--- src/rtl/dbgp_pkg.sv ---
package dbgp_pkg;
  typedef enum logic [1:0] {
    ST_VALID  = 2'b00,
    ST_SEQERR = 2'b01,
    ST_IRQ    = 2'b10,
    ST_NULL   = 2'b11
  } dbgp_status_e;
endpackage

--- src/rtl/dbgp_rx_shift.sv ---
module dbgp_rx_shift #(
  parameter int DATA_W = 32
) (
  input  logic              clk,
  input  logic              rst,
  input  logic              shift_en,
  input  logic              sdi,
  output logic              start_o,
  output logic              end_o,
  output logic              busy_o,
  output logic              mode_o,
  output logic              ctrl_o,
  output logic [DATA_W-1:0] data_o
);
  localparam int FRAME_LEN = DATA_W + 3;
  localparam int BODY_W    = DATA_W + 2;
  localparam int CNT_W     = $clog2(FRAME_LEN + 1);
  localparam logic [CNT_W-1:0] LAST = CNT_W'(FRAME_LEN - 1);

  logic [BODY_W-2:0] body_q;
  logic [CNT_W-1:0]  cnt_q;
  logic              busy_q;
  logic [BODY_W-1:0] full;

  assign full    = {body_q, sdi};
  assign start_o = shift_en & ~busy_q & sdi;
  assign end_o   = shift_en & busy_q & (cnt_q == LAST);
  assign busy_o  = busy_q;
  assign mode_o  = full[BODY_W-1];
  assign ctrl_o  = full[BODY_W-2];
  assign data_o  = full[DATA_W-1:0];

  always_ff @(posedge clk) begin
    if (rst) begin
      busy_q <= 1'b0;
      cnt_q  <= '0;
      body_q <= '0;
    end else if (start_o) begin
      busy_q <= 1'b1;
      cnt_q  <= CNT_W'(1);
    end else if (shift_en && busy_q) begin
      body_q <= full[BODY_W-2:0];
      cnt_q  <= cnt_q + CNT_W'(1);
      if (end_o) busy_q <= 1'b0;
    end
  end

  // the bit counter stays inside one frame
  p_cnt_range_r1: assert property (@(posedge clk) disable iff (rst)
    busy_q |-> (cnt_q >= CNT_W'(1) && cnt_q <= LAST));
  // a completed frame returns the receiver to idle
  p_end_idle_r1: assert property (@(posedge clk) disable iff (rst)
    end_o |=> !busy_q);
endmodule

--- src/rtl/dbgp_tx_shift.sv ---
module dbgp_tx_shift
  import dbgp_pkg::*;
#(
  parameter int DATA_W = 32
) (
  input  logic              clk,
  input  logic              rst,
  input  logic              load_i,
  input  dbgp_status_e      code_i,
  input  logic [DATA_W-1:0] word_i,
  input  logic              shift_i,
  input  logic              finish_i,
  input  logic              busy_i,
  input  logic              idle_level_i,
  output logic              sdo_o
);
  logic [DATA_W:0] sh_q;

  always_ff @(posedge clk) begin
    if (rst) begin
      sdo_o <= 1'b1;
      sh_q  <= '1;
    end else if (load_i) begin
      sdo_o <= code_i[1];
      sh_q  <= {code_i[0], word_i};
    end else if (shift_i) begin
      sdo_o <= sh_q[DATA_W];
      sh_q  <= {sh_q[DATA_W-1:0], 1'b1};
    end else if (finish_i) begin
      sdo_o <= 1'b1;
    end else if (!busy_i) begin
      sdo_o <= idle_level_i;
    end
  end

  // any non-valid code comes with an all-ones field
  p_ones_field_r5: assert property (@(posedge clk) disable iff (rst)
    (load_i && code_i != ST_VALID) |-> (word_i == '1));
endmodule

--- src/rtl/dbgp_core_side.sv ---
module dbgp_core_side
  import dbgp_pkg::*;
#(
  parameter int DATA_W = 32,
  parameter int CMD_W  = 7
) (
  input  logic              clk,
  input  logic              rst,
  input  logic              dbg_mode,
  input  logic              trap_en,
  input  logic              core_irq,
  input  logic              rd_instr_req,
  input  logic              rd_data_req,
  input  logic              wr_valid,
  input  logic [DATA_W-1:0] wr_word,
  input  logic              start_i,
  input  logic              end_i,
  input  logic              mode_i,
  input  logic              ctrl_i,
  input  logic [DATA_W-1:0] data_i,
  output dbgp_status_e      code_o,
  output logic [DATA_W-1:0] tx_word_o,
  output logic              idle_level_o,
  output logic              instr_valid,
  output logic              data_valid,
  output logic [DATA_W-1:0] rx_word,
  output logic              cmd_valid,
  output logic [CMD_W-1:0]  cmd
);
  logic              pend_ir_q, pend_dr_q, wr_pend_q, seq_pend_q, frame_err_q;
  logic [DATA_W-1:0] wr_buf_q;
  logic              ready;
  logic              bad_frame;

  assign ready        = ~dbg_mode | pend_ir_q | pend_dr_q;
  assign idle_level_o = ~ready;
  assign bad_frame    = frame_err_q | (~dbg_mode & ~mode_i);

  always_comb begin
    if (seq_pend_q)                 code_o = ST_SEQERR;
    else if (wr_pend_q && !trap_en) code_o = ST_VALID;
    else if (core_irq && !trap_en)  code_o = ST_IRQ;
    else                            code_o = ST_NULL;
    tx_word_o = (code_o == ST_VALID) ? wr_buf_q : '1;
  end

  always_ff @(posedge clk) begin
    if (rst) begin
      pend_ir_q   <= 1'b0;
      pend_dr_q   <= 1'b0;
      wr_pend_q   <= 1'b0;
      seq_pend_q  <= 1'b0;
      frame_err_q <= 1'b0;
      wr_buf_q    <= '0;
      instr_valid <= 1'b0;
      data_valid  <= 1'b0;
      cmd_valid   <= 1'b0;
      rx_word     <= '0;
      cmd         <= '0;
    end else begin
      instr_valid <= 1'b0;
      data_valid  <= 1'b0;
      cmd_valid   <= 1'b0;
      if (start_i) begin
        frame_err_q <= dbg_mode & ~pend_ir_q & ~pend_dr_q;
        if (code_o == ST_SEQERR) seq_pend_q <= 1'b0;
        if (code_o == ST_VALID)  wr_pend_q  <= 1'b0;
      end
      if (end_i) begin
        if (bad_frame) begin
          seq_pend_q <= 1'b1;
        end else if (mode_i) begin
          cmd_valid <= 1'b1;
          cmd       <= {ctrl_i, data_i[DATA_W-1 -: CMD_W-1]};
        end else if (pend_ir_q) begin
          instr_valid <= 1'b1;
          rx_word     <= data_i;
          pend_ir_q   <= 1'b0;
        end else if (pend_dr_q) begin
          data_valid <= 1'b1;
          rx_word    <= data_i;
          pend_dr_q  <= 1'b0;
        end
      end
      if (rd_instr_req) pend_ir_q <= 1'b1;
      if (rd_data_req)  pend_dr_q <= 1'b1;
      if (wr_valid) begin
        wr_pend_q <= 1'b1;
        wr_buf_q  <= wr_word;
      end
    end
  end

  // never more than one output strobe per cycle
  p_one_strobe_r10: assert property (@(posedge clk) disable iff (rst)
    $onehot0({instr_valid, data_valid, cmd_valid}));
  // a flagged frame yields nothing on the core side
  p_nop_frame_r6: assert property (@(posedge clk) disable iff (rst)
    (end_i && frame_err_q) |=> !(instr_valid || data_valid || cmd_valid));
  // a flagged frame is reported in the following status
  p_seq_flag_r6: assert property (@(posedge clk) disable iff (rst)
    (end_i && frame_err_q) |=> seq_pend_q);
endmodule

--- src/rtl/dbg_serial_port.sv ---
module dbg_serial_port
  import dbgp_pkg::*;
#(
  parameter int DATA_W = 32,
  parameter int CMD_W  = 7
) (
  input  logic              clk,
  input  logic              rst,
  input  logic              dbg_mode,
  input  logic              trap_en,
  input  logic              core_irq,
  input  logic              rd_instr_req,
  input  logic              rd_data_req,
  input  logic              wr_valid,
  input  logic [DATA_W-1:0] wr_word,
  input  logic              shift_en,
  input  logic              sdi,
  output logic              sdo,
  output logic              instr_valid,
  output logic              data_valid,
  output logic [DATA_W-1:0] rx_word,
  output logic              cmd_valid,
  output logic [CMD_W-1:0]  cmd
);
  logic              start_w, end_w, busy_w, mode_w, ctrl_w, idle_w;
  logic [DATA_W-1:0] data_w, txw_w;
  dbgp_status_e      code_w;

  dbgp_rx_shift #(.DATA_W(DATA_W)) rx_i (
    .clk(clk), .rst(rst), .shift_en(shift_en), .sdi(sdi),
    .start_o(start_w), .end_o(end_w), .busy_o(busy_w),
    .mode_o(mode_w), .ctrl_o(ctrl_w), .data_o(data_w)
  );

  dbgp_core_side #(.DATA_W(DATA_W), .CMD_W(CMD_W)) core_i (
    .clk(clk), .rst(rst), .dbg_mode(dbg_mode), .trap_en(trap_en),
    .core_irq(core_irq), .rd_instr_req(rd_instr_req), .rd_data_req(rd_data_req),
    .wr_valid(wr_valid), .wr_word(wr_word), .start_i(start_w), .end_i(end_w),
    .mode_i(mode_w), .ctrl_i(ctrl_w), .data_i(data_w), .code_o(code_w),
    .tx_word_o(txw_w), .idle_level_o(idle_w), .instr_valid(instr_valid),
    .data_valid(data_valid), .rx_word(rx_word), .cmd_valid(cmd_valid), .cmd(cmd)
  );

  dbgp_tx_shift #(.DATA_W(DATA_W)) tx_i (
    .clk(clk), .rst(rst), .load_i(start_w), .code_i(code_w), .word_i(txw_w),
    .shift_i(shift_en & busy_w & ~end_w), .finish_i(end_w), .busy_i(busy_w),
    .idle_level_i(idle_w), .sdo_o(sdo)
  );

  // trap enable keeps valid-data and interrupt codes off the line
  p_trap_codes_r8: assert property (@(posedge clk) disable iff (rst)
    (start_w && trap_en) |-> (code_w == ST_SEQERR || code_w == ST_NULL));
  // outside debug mode the idle line shows ready
  p_ready_nodbg_r7: assert property (@(posedge clk) disable iff (rst)
    (!dbg_mode && !busy_w) |-> !idle_w);
endmodule

--- config.mk ---
export PLATFORM = sky130hd
export DESIGN_NAME = dbg_serial_port
export DESIGN_NICKNAME = d
export VERILOG_FILES = /design/src/rtl/dbgp_pkg.sv /design/src/rtl/dbgp_rx_shift.sv /design/src/rtl/dbgp_tx_shift.sv /design/src/rtl/dbgp_core_side.sv /design/src/rtl/dbg_serial_port.sv
export SDC_FILE = /design/constraint.sdc
export NUM_CORES = 1
export LEC_CHECK = 0
export BUFFER_PORTS_ARGS = -buffer_cell sky130_fd_sc_hd__buf_2
export CORE_MARGIN = 4
export CORE_UTILIZATION = 49
export CTS_BUF_LIST = sky130_fd_sc_hd__clkbuf_8
export CTS_CLUSTER_SIZE = 30
export DETAILED_ROUTE_END_ITERATION = 8
export PLACE_DENSITY = 0.73
export RECOVER_POWER = 25
export REMOVE_ABC_BUFFERS = 1
export SLEW_MARGIN = 20
export SYNTH_ARGS = -nofsm -noshare
export SYNTH_HDL_FRONTEND = slang
export SYNTH_SLANG_ARGS = --single-unit
export TNS_END_PERCENT = 30
--- constraint.sdc ---
create_clock -name clk -period 2.1 [get_ports clk]
set_input_delay 0.21 -clock clk [delete_from_list [all_inputs] [get_ports clk]]
set_output_delay 0.21 -clock clk [all_outputs]
set_load 0.01 [all_outputs]
==> reports/metrics.yaml <==
floorplan:
  fp.coreArea_sq_mm: 0.0115
  die_x_um: 116
  die_h_um: 116
  start_util_pct: 50.3
  num_io_pins: 85
  die_area_sq_mm: 0.0136
  row_count: 39
route:
  drc: 0
  viasPerCell: 5.30
  wirelength_um: 12400
  first_pass_iters: 4
  dr_total_vias: 4889
  drt-initial-drc-count: 370
  ant_nets: 0
  avgRoutedWirePerCell_um: 13.4
critical_path:
  worstPathCellList: "inv_1 > ha_1 > or4b_4 > or4_4 > buf_12 > nand2_1 > a21oi_1"
  cp-end-kind: "register"
  worstPathArrival_ps: 2310
  crit_required_ps: 2380
  max_stage_delay_ps: 550
  crit_path_top_delay_cell: "or4_4"
  cp_top_family: "simple AND/OR/NAND/NOR gates"
  crit_path_max_fanout: 32
  critPathKind: "register to register"
  crit_buf_inv: 2
  setup.worst_path.start_class: "register"
clock_network:
  clockBufferDepth: 2
  cts.sinks: 153
  cts_max_level: 4
  cts-root-buf: "clkbuf_8"
  clock_latency_ps: 430
  clk_pin_slew_ps: 80
  post-cts-setup-buffers: 0
  cts_tree: "done"
  cts_made_buffers: 17
logic_synthesis:
  synth.avg_cell_area_sq_um: 8.45
  async_flop_share_pct: 0
  yosys_most_used_dff: "dfxtp_1"
  yosysWarnings: 0
  synth_edf_count: 0
  synth.area.top_cells: "dfxtp_1 (53%), a21oi_1 (8.9%), nand2_1 (8.8%)"
  yosys.area.top_type: "dfxtp_1"
  ys_types: 42
  ys_ff_latch: 153
  yosysTopAreaCellShare_pct: 53.1
  yosys.cell_count.top_type: "dfxtp_1"
  synthesis.instances: 682
  yosysSeqAreaShare_pct: 53.1
  synth.cell_area_sq_mm: 0.00577
  synth.cells.most_frequent: "dfxtp_1 (153), nand2_1 (135), a21oi_1 (102), nor2_1 (80), clkbuf_1 (47)"
global_routing:
  grt_start_max_net_pins: 70
  grt_first_pass_wirelength_um: 20600
  grt.total_usage_pct: 18.8
  first_global_vias: 4531
  grt_overflow_total: 0
  antenna_found_initial: 0
sta:
  fin_crit_ps: 2030
  setup_ws_ps: 71.3
  finalCritPeriodShare_pct: 96.6
  finalSetupTns_ps: 0
  drv_slew: 0
  maxSlewHeadroom_pct: 36.0
  worstMarginPinSlew_ps: 960
  fmax_mhz: 493
  hold_violations: 0
  skew_ps: 13.0
  rsz0062_at_grt: "yes"
  setup_viol: 0
  hold_slack_ps: 20.7
outcome:
  status: "complete, no violations"
final_layout:
  antenna_cells: 0
  area_growth_pct: 19.5
  layout.nets: 810
  utilization_pct: 60.1
  drive_gt1_share_pct: 15.5
place:
  place.gp.congestion: 0.823
  place_ws_ps: 38.9
  dp_hpwl_um: 7790
  portBuffers: 84
pwr:
  leakage_nw: 2.72
  power_density_mw_per_mm2: 815
  p_total_mw: 5.62
  max-vdd-ir-drop_mv: 0.903
worst_hold_path:
  hold_class: "primary input to register"
run:
  max_cap_viol_count: 0
## final cells by class
cell class              instances  area, sq um
clock buffers                  19          262
multi-input cells             471         2470
clock inverters                13          129
flip-flops and latches        153         3060
well taps                     143          179
inverters                       2         7.51
fillers                      1023         4580
repair buffers                121          779
## cell families (layout without fill, tap and decap cells)
family / count (synthesis) / count (layout) / synth area share (%)
xor gates and xnor gates: 4 / 4 / 0.608
muxes: 39 / 39 / 6.77
and+or+nand+nor: 247 / 247 / 17.9
adders and majority gates: 2 / 2 / 0.434
AOI/OAI and AO/OA: 179 / 179 / 16.8
buffers and inverters: 58 / 155 / 4.28
DFF: 153 / 153 / 53.1
## final timing paths
path                           start                   to  slack, ps  cells past startpoint
hold / removal           wr_word[29]  core_i.wr_buf_q[29]         20                      3
hold reg to reg   core_i.rx_word[21]   core_i.rx_word[21]        450                      2
setup / recovery       rx_i.cnt_q[0]    core_i.rx_word[0]         70                      7
setup reg to reg       rx_i.cnt_q[0]    core_i.rx_word[0]         70                      7
## metal layers
metal | routed length, um | part of all wire, % | vias up | global-route usage (%)
met5 | 0 | 0 | - | 0
met4 | 124 | 1.0 | 0 | 5.80
met3 | 662 | 5.3 | 11 | 4.92
met2 | 5990 | 48 | 109 | 31.8
met1 | 5600 | 45 | 2285 | 23.4
li1 | - | - | 2484 | -
## through the flow
stage	cell area (sq um)	instances
2_1_floorplan	5530	626
3_5_place_dp	6350	872
4_1_cts	6920	922
5_1_grt	6890	922
6_report	6890	922
3_3_place_gp	6350	872
## worst register-to-register path, stage by stage, from the launching register on
cell	delay (ps)
dfxtp_1	310
inv_1	50
ha_1	160
or4b_4	490
or4_4	550
buf_12	190
nand2_1	80
a21oi_1	50
## flip-flops by register name (all words and copies together), names as in the netlist, 6 cells and up
| signal | cells |
|---|---|
| core_i.cmd | 7 |
| core_i.rx_word | 32 |
| core_i.wr_buf_q | 32 |
| rx_i.body_q | 33 |
| rx_i.cnt_q | 6 |
| tx_i.sh_q | 33 |
## repair_timing
| item | 4_1_cts | 5_1_grt |
|---|---|---|
| endpoints found under the hold margin | 18 | 0 |
| gates resized for setup | 0 | 1 |
| endpoints found under the setup margin | 0 | 26 |
| hold buffers | 18 | 0 |
## cell usage in the layout (no fill, tap or decap), types with 3 or more instances in the layout
cell type,Yosys,layout
a211oi_1,3,3
a21oi_1,102,102
a31oi_1,31,31
buf_12,0,5
buf_2,5,66
buf_4,0,13
clkbuf_1,47,19
clkbuf_8,0,19
clkinv_2,0,5
clkinvlp_4,0,3
dfxtp_1,153,153
dlygate4sd3_1,0,18
inv_1,2,3
mux2i_1,39,39
nand2_1,135,135
nand2b_1,3,3
nand3_1,3,3
nor2_1,80,80
nor3_1,6,6
o21ai_0,33,33
xor2_1,4,4
## power by group
group          internal (mW)  leakage [nW]  switching (mW)
clock                   1.11         0.198            1.06
combinational          0.177          1.28           0.222
sequential              3.00          1.25          0.0581
total                   4.28          2.72            1.34
(Power assumes the default switching activity.)
